===== src/rtl/clkloop_pkg.sv =====
// Shared types for the clock-loop mode controller.
package clkloop_pkg;
    typedef enum logic [1:0] {
        MODE_FREE   = 2'd0,
        MODE_LOCKED = 2'd1,
        MODE_HOLD   = 2'd2,
        MODE_EXIT   = 2'd3
    } loop_mode_e;
endpackage


===== src/rtl/clkloop_input_scan.sv =====
// Input scan: reduces the per-input validity flags to two facts. The first
// is whether the selected input is valid. The second is whether any other
// input is valid. Assumes that sel_idx addresses an existing input.
module clkloop_input_scan #(
    parameter int N_IN  = 4,
    parameter int SEL_W = (N_IN > 1) ? $clog2(N_IN) : 1
) (
    input  logic [N_IN-1:0]  in_valid,
    input  logic [SEL_W-1:0] sel_idx,
    output logic             sel_valid,
    output logic             other_valid
);
    logic [N_IN-1:0] sel_hit;
    logic [N_IN-1:0] other_hit;

    // Split each input's flag into the selected position and the others.
    for (genvar g = 0; g < N_IN; g++) begin : g_scan
        assign sel_hit[g]   = in_valid[g] && (sel_idx == SEL_W'(g));
        assign other_hit[g] = in_valid[g] && (sel_idx != SEL_W'(g));
    end

    // Reduce the split vectors to single flags.
    assign sel_valid   = |sel_hit;
    assign other_valid = |other_hit;
endmodule


===== src/rtl/clkloop_mode_fsm.sv =====
// Mode state machine: free-run, locked, holdover and exiting. It also
// latches the exit path and the exit bandwidth when holdover is left.
// Assumes synchronous inputs. The ramp generator raises ramp_done only
// after it has been started.
module clkloop_mode_fsm
    import clkloop_pkg::*;
(
    input  logic       clk,
    input  logic       rst_n,
    input  logic       sel_valid,
    input  logic       other_valid,
    input  logic       lock_ind,
    input  logic       cfg_ramp_exit,
    input  logic       cfg_exit_bw_sel,
    input  logic       ramp_done,
    output loop_mode_e mode_q,
    output logic       exit_ramped_q,
    output logic       exit_bw_q,
    output logic       enter_hold,
    output logic       enter_ramp
);
    loop_mode_e mode_d;

    // Next-mode decision.
    always_comb begin
        mode_d = mode_q;
        unique case (mode_q)
            MODE_FREE:   if (sel_valid && lock_ind) mode_d = MODE_LOCKED;
            MODE_LOCKED: if (!sel_valid && !other_valid) mode_d = MODE_HOLD;
            MODE_HOLD:   if (sel_valid) mode_d = MODE_EXIT;
            MODE_EXIT: begin
                if (!sel_valid)
                    mode_d = MODE_HOLD;
                else if (exit_ramped_q ? ramp_done : lock_ind)
                    mode_d = MODE_LOCKED;
            end
            default:     mode_d = MODE_FREE;
        endcase
    end

    // Transition flags for the strobe stage.
    assign enter_hold = (mode_q == MODE_LOCKED) && (mode_d == MODE_HOLD);
    assign enter_ramp = (mode_q == MODE_HOLD) && (mode_d == MODE_EXIT) && cfg_ramp_exit;

    // Mode register.
    always_ff @(posedge clk) begin
        if (!rst_n) mode_q <= MODE_FREE;
        else        mode_q <= mode_d;
    end

    // Capture the exit configuration at the moment holdover is left.
    always_ff @(posedge clk) begin
        if (!rst_n) begin
            exit_ramped_q <= 1'b1;
            exit_bw_q     <= 1'b0;
        end else if (mode_q == MODE_HOLD && mode_d == MODE_EXIT) begin
            exit_ramped_q <= cfg_ramp_exit;
            exit_bw_q     <= cfg_exit_bw_sel;
        end
    end

    AST_RESET_FREE: assert property (@(posedge clk) !rst_n |=> mode_q == MODE_FREE);
    AST_HOLD_ENTRY: assert property (@(posedge clk) disable iff (!rst_n)
        (mode_q == MODE_LOCKED && !sel_valid && !other_valid) |=> mode_q == MODE_HOLD);
    AST_SWITCH_STAY: assert property (@(posedge clk) disable iff (!rst_n)
        (mode_q == MODE_LOCKED && !sel_valid && other_valid) |=> mode_q == MODE_LOCKED);
    AST_HOLD_LEAVE: assert property (@(posedge clk) disable iff (!rst_n)
        (mode_q == MODE_HOLD && sel_valid) |=> mode_q == MODE_EXIT);
    AST_RAMP_WAIT: assert property (@(posedge clk) disable iff (!rst_n)
        (mode_q == MODE_EXIT && exit_ramped_q && sel_valid && !ramp_done) |=> mode_q == MODE_EXIT);
    AST_EXIT_REFAIL: assert property (@(posedge clk) disable iff (!rst_n)
        (mode_q == MODE_EXIT && !sel_valid) |=> mode_q == MODE_HOLD);
endmodule


===== src/rtl/clkloop_strobes.sv =====
// Strobe stage: turns the mode-transition flags into registered one-cycle
// pulses. The pulses appear in the first cycle of the new mode. Assumes
// that a flag is never high in two consecutive cycles.
module clkloop_strobes (
    input  logic clk,
    input  logic rst_n,
    input  logic enter_hold,
    input  logic enter_ramp,
    output logic hold_load,
    output logic ramp_start
);
    // Register the transition flags into pulses.
    always_ff @(posedge clk) begin
        if (!rst_n) begin
            hold_load  <= 1'b0;
            ramp_start <= 1'b0;
        end else begin
            hold_load  <= enter_hold;
            ramp_start <= enter_ramp;
        end
    end

    AST_LOAD_ONE_CYCLE: assert property (@(posedge clk) disable iff (!rst_n)
        hold_load |=> !hold_load);
    AST_RAMP_ONE_CYCLE: assert property (@(posedge clk) disable iff (!rst_n)
        ramp_start |=> !ramp_start);
endmodule


===== src/rtl/clkloop_mode_ctrl.sv =====
// Top of the holdover mode controller. It joins the input scan, the mode
// state machine and the strobe stage, and derives the combinational
// outputs for the history recorder, the selector and the loop filter.
// Assumes that all inputs are synchronous to clk.
module clkloop_mode_ctrl
    import clkloop_pkg::*;
#(
    parameter int N_IN  = 4,
    parameter int SEL_W = (N_IN > 1) ? $clog2(N_IN) : 1
) (
    input  logic             clk,
    input  logic             rst_n,
    input  logic [N_IN-1:0]  in_valid,
    input  logic [SEL_W-1:0] sel_idx,
    input  logic             lock_ind,
    input  logic             cfg_ramp_exit,
    input  logic             cfg_exit_bw_sel,
    input  logic             ramp_done,
    output logic [1:0]       mode,
    output logic             hist_wr_en,
    output logic             hist_freeze,
    output logic             hold_load,
    output logic             ramp_start,
    output logic             switch_req,
    output logic             bw_hold_sel
);
    logic       sel_valid;
    logic       other_valid;
    loop_mode_e mode_q;
    logic       exit_ramped_q;
    logic       exit_bw_q;
    logic       enter_hold;
    logic       enter_ramp;

    clkloop_input_scan #(.N_IN(N_IN), .SEL_W(SEL_W)) u_scan (
        .in_valid    (in_valid),
        .sel_idx     (sel_idx),
        .sel_valid   (sel_valid),
        .other_valid (other_valid)
    );

    clkloop_mode_fsm u_fsm (
        .clk             (clk),
        .rst_n           (rst_n),
        .sel_valid       (sel_valid),
        .other_valid     (other_valid),
        .lock_ind        (lock_ind),
        .cfg_ramp_exit   (cfg_ramp_exit),
        .cfg_exit_bw_sel (cfg_exit_bw_sel),
        .ramp_done       (ramp_done),
        .mode_q          (mode_q),
        .exit_ramped_q   (exit_ramped_q),
        .exit_bw_q       (exit_bw_q),
        .enter_hold      (enter_hold),
        .enter_ramp      (enter_ramp)
    );

    clkloop_strobes u_strobes (
        .clk        (clk),
        .rst_n      (rst_n),
        .enter_hold (enter_hold),
        .enter_ramp (enter_ramp),
        .hold_load  (hold_load),
        .ramp_start (ramp_start)
    );

    // Combinational outputs to the neighbouring logic.
    always_comb begin
        mode        = mode_q;
        hist_wr_en  = (mode_q == MODE_LOCKED) && sel_valid;
        hist_freeze = (mode_q == MODE_LOCKED) && !sel_valid;
        switch_req  = ((mode_q == MODE_LOCKED) || (mode_q == MODE_HOLD)) && !sel_valid && other_valid;
        bw_hold_sel = (mode_q == MODE_EXIT) && !exit_ramped_q && exit_bw_q;
    end

    AST_FREEZE_STOPS_WRITE: assert property (@(posedge clk) disable iff (!rst_n)
        (hist_freeze && !switch_req) |=> !hist_wr_en);
    AST_WRITE_ONLY_LOCKED: assert property (@(posedge clk) disable iff (!rst_n)
        hist_wr_en |-> mode == 2'd1);
endmodule


===== config.mk =====
export PLATFORM = sky130hd
export DESIGN_NAME = clkloop_mode_ctrl
export DESIGN_NICKNAME = d
export VERILOG_FILES = /design/src/rtl/clkloop_pkg.sv /design/src/rtl/clkloop_input_scan.sv /design/src/rtl/clkloop_mode_fsm.sv /design/src/rtl/clkloop_strobes.sv /design/src/rtl/clkloop_mode_ctrl.sv
export SDC_FILE = /design/constraint.sdc
export NUM_CORES = 1
export LEC_CHECK = 0
export BUFFER_PORTS_ARGS = -buffer_cell sky130_fd_sc_hd__buf_2
export CAP_MARGIN = 25
export CORE_AREA = 3 3 40 42
export DETAILED_ROUTE_END_ITERATION = 8
export DIE_AREA = 0 0 43 45
export HOLD_SLACK_MARGIN = 0.03
export PLACE_DENSITY = 0.6
export SYNTH_ARGS = -nofsm -noshare
export SYNTH_HDL_FRONTEND = slang
export SYNTH_SLANG_ARGS = --single-unit

===== constraint.sdc =====
create_clock -name clk -period 3.2 [get_ports clk]
set_input_delay 0.64 -clock clk [delete_from_list [all_inputs] [get_ports clk]]
set_output_delay 0.64 -clock clk [all_outputs]
set_load 0.01 [all_outputs]

==> run summary <==
GLOBAL ROUTING
--------------------------------------------------------------------------------
Initial antenna violation count                                                0
Largest net degree at the start of global routing                             10
Overflow left after global routing                                             0
Global-route usage over all layers                                         11.7%
Wire length of the first global-routing pass                             1750 um
Via count of the first global-routing pass                                   425

SYNTH
--------------------------------------------------------------------------------
Gate count after technology mapping                                           55
Cell Area, Synth                                                        477 um^2
Sequential share of the synthesized area                                   25.2%
Syn_nets                                                                      71
Syn_area_per_cell                                                      8.67 um^2
Number of synthesized flops with an enable pin                                 0
Number of different library cells in the post-synthesis netlist               28
Cell accounting for the most synthesized area                            dfxtp_1
Most instantiated flip-flop cell in the synthesis netlist                dfxtp_1
Share of Yosys cell area claimed by the top area cell type                 25.2%
Post-synthesis register bit count                                              6
Synth warnings                                                                 0
Area contributors post-synth                                        dfxtp_1 25%, ha_1 10%, nor3_1 5.2%
Share of async-settable or async-resettable flops after synthesis             0%

WORST SETUP PATH
--------------------------------------------------------------------------------
Worst path most repeated cell                                              buf_2
Crit path cell chain                                                buf_2 -> mux4_2 -> nor4b_1 -> buf_2
Critical Path Slowest Stage Cell                                          mux4_2
Reg2Reg Setup Slack                                                      1370 ps
WP data required                                                         2560 ps
Max FO, Critical Path                                                          9
Top Family by Delay on Critical Path                                multiplexers
Delay contributed by the slowest stage of the critical path               610 ps
CP bufs+invs                                                                   2
Critical path startpoint category                                      input pin
Setup Crit Path Kind                                                      in2out
Kind of end point of the critical path                               output port
Data arrival time of the critical path                                   1800 ps

STA
--------------------------------------------------------------------------------
Fmax                                                                   0.410 GHz
Worst slew margin relative to its limit                                    71.0%
Number of max-slew violations in the final report                              0
Number of failing setup endpoints in the final timing report                   0
Final min period                                                         2440 ps
RSZ-0062 raised after global routing                                       false
Clock Skews                                                             0.639 ps
Final Hold Violating Endpoints                                                 0
Worst hold margin                                                         462 ps
Final critical-path share of the clock period                              76.3%
Aggregate negative setup slack                                              0 ps
Transition at the pin with the smallest max-transition slack              424 ps

CELLS AND AREA
--------------------------------------------------------------------------------
Storage cell area                                                       120 um^2
Diodes inserted                                                                0
Final Core Density                                                         47.7%
Number of filler instances in the final layout                               142
Nets                                                                          95
Fraction of final layout cells with drive strength greater than 1          35.1%
Synth-to-layout area growth                                                28.6%
Footprint of the multi-input gates                                      345 um^2

CLOCK TREE
--------------------------------------------------------------------------------
Clock transition at path regs                                              40 ps
CTS resizes                                                                    0
Insertion delay to the later sink of the worst-skew pair                  240 ps
TritonCTS Sinks                                                                6
Clock Tree Root                                                         clkbuf_4
Setup fix buffers added after clock tree synthesis                             0
CTS Hold Bufs                                                                  0
Number of buffers inserted during clock tree synthesis                         3
Largest buffer count on any clock path                                         2
CTS H-tree lvls                                                                1
CTS tree                                                                    done

ROUTING
--------------------------------------------------------------------------------
Wirelength per Cell                                                      11.2 um
Drt pass-1 iters                                                               4
Via-to-Cell Ratio                                                           5.21
DRC violation count after routing                                              0
Total number of vias                                                         479
Drt initial violations                                                         1
Routed WL                                                                1030 um
Remaining antenna violation count                                              0

POWER
--------------------------------------------------------------------------------
Worst-case vdd ir drop                                                0.000228 V
Power Density                                                        612 nW/um^2
Static leakage                                                          0.275 nW

FLOORPLANNING
--------------------------------------------------------------------------------
Die Outline Area                                                       1940 um^2
Initial Util                                                               37.1%
Core area                                                              1280 um^2
Die Span Y                                                                 45 um
Number of standard-cell rows in the floorplan                                 13
Die extent in x                                                            43 um
Top-level I/O count                                                           20

PLACE
--------------------------------------------------------------------------------
Post-DP HPWL                                                              857 um
Number of input and output port buffers inserted                              19
Placer's final routability congestion estimate                             0.688

RUN
--------------------------------------------------------------------------------
Total of max-cap violations                                                    0

MIN PATH
--------------------------------------------------------------------------------
Path type of the worst min-delay path                                    reg2reg

RUN STATUS
--------------------------------------------------------------------------------
Result of the run                                                   finished clean

-- cell usage after synthesis, types with 2 or more instances --
cell type and number:
nor3_1 5, inv_1 3, a21oi_1 2, mux2i_1 2, nand2b_1 3, o21ai_0 2
and2_1 2, ha_1 4, nor2_1 2, dfxtp_1 6, nand2_1 6, nand3b_1 2
-- layout make-up --
| class | count | share of cell area, % |
|---|---|---|
| timing repair buffer | 19 | 15.5 |
| clock buffer | 3 | 3.67 |
| tap | 15 | 3.06 |
| multi-input combinational | 46 | 56.3 |
| sequential | 6 | 19.6 |
| inverter | 3 | 1.84 |
-- layer usage --
metal	vias to the layer above	global-route usage (%)	wire length (um)
met5	-	0	0
met2	17	19.8	487
met3	0	5.18	79
met4	0	1.81	0
li1	253	-	-
met1	209	14.0	459
-- worst reg2reg max path, stage by stage (launching register included) --
cell and delay (ps):
dfxtp_1 470, inv_1 100, ha_1 300, nor2b_1 160, a31oi_1 180, a21boi_2 240
mux2i_1 200, nand2_1 70
-- path summary, 6_finish.rpt --
path                                              startpoint                               end  depth (start not counted)
worst min register to register  u_fsm.exit_bw_q$_SDFFE_PN0P_      u_fsm.exit_bw_q$_SDFFE_PN0P_                          2
worst max-delay path                              sel_idx[0]                        switch_req                          4
worst min-delay path            u_fsm.exit_bw_q$_SDFFE_PN0P_      u_fsm.exit_bw_q$_SDFFE_PN0P_                          2
worst max register to register    u_fsm.mode_q[0]$_SDFF_PN0_  u_fsm.exit_ramped_q$_SDFFE_PN1P_                          7
-- where the power goes --
part,internal (W),total [W],switching [W]
clock,0.0000423,0.0000678,0.0000255
sequential,0.0000863,0.000104,0.0000174
combinational,0.0000907,0.000204,0.000113
total,0.000219,0.000375,0.000156
-- layout by cell type (no fill, tap or decap), types with 2 or more instances in the layout --
cell type	netlist	final
clkbuf_4	0	3
nor2_1	2	2
a21oi_1	2	2
inv_1	3	3
ha_1	4	4
nor3_1	5	5
nand2b_1	3	3
nand3b_1	2	2
nand2_1	6	6
buf_2	0	19
and2_1	2	2
o21ai_0	2	2
dfxtp_1	6	6
mux2i_1	2	2
-- per-stage QoR --
stage	total power [W]	cell area, um^2	std cells	setup WS (ps)
after floorplan	0.000253	477	55	899
after CTS	0.000382	613	92	746
after global routing	0.000418	613	92	642
final	0.000375	613	92	759
after detailed placement	0.000312	591	89	747
after global placement	0.000312	591	89	786
-- flip-flops by register name (all words and copies together) (netlist names) --
register	cells
u_fsm.mode_q	2
u_strobes.hold_load	1
u_fsm.exit_ramped_q	1
u_strobes.ramp_start	1
u_fsm.exit_bw_q	1
-- cells by family (layout without fill, tap and decap cells) --
logic type / count (synthesis) / in the layout / synth area share [%]
simple gates: 27 / 27 / 32.8
compound gates: 11 / 11 / 17.8
flops: 6 / 6 / 25.2
fa+ha+maj: 4 / 4 / 10.5
mux: 4 / 4 / 11.3
buf+inv: 3 / 25 / 2.36
Power figures use the tool's default switching activity.
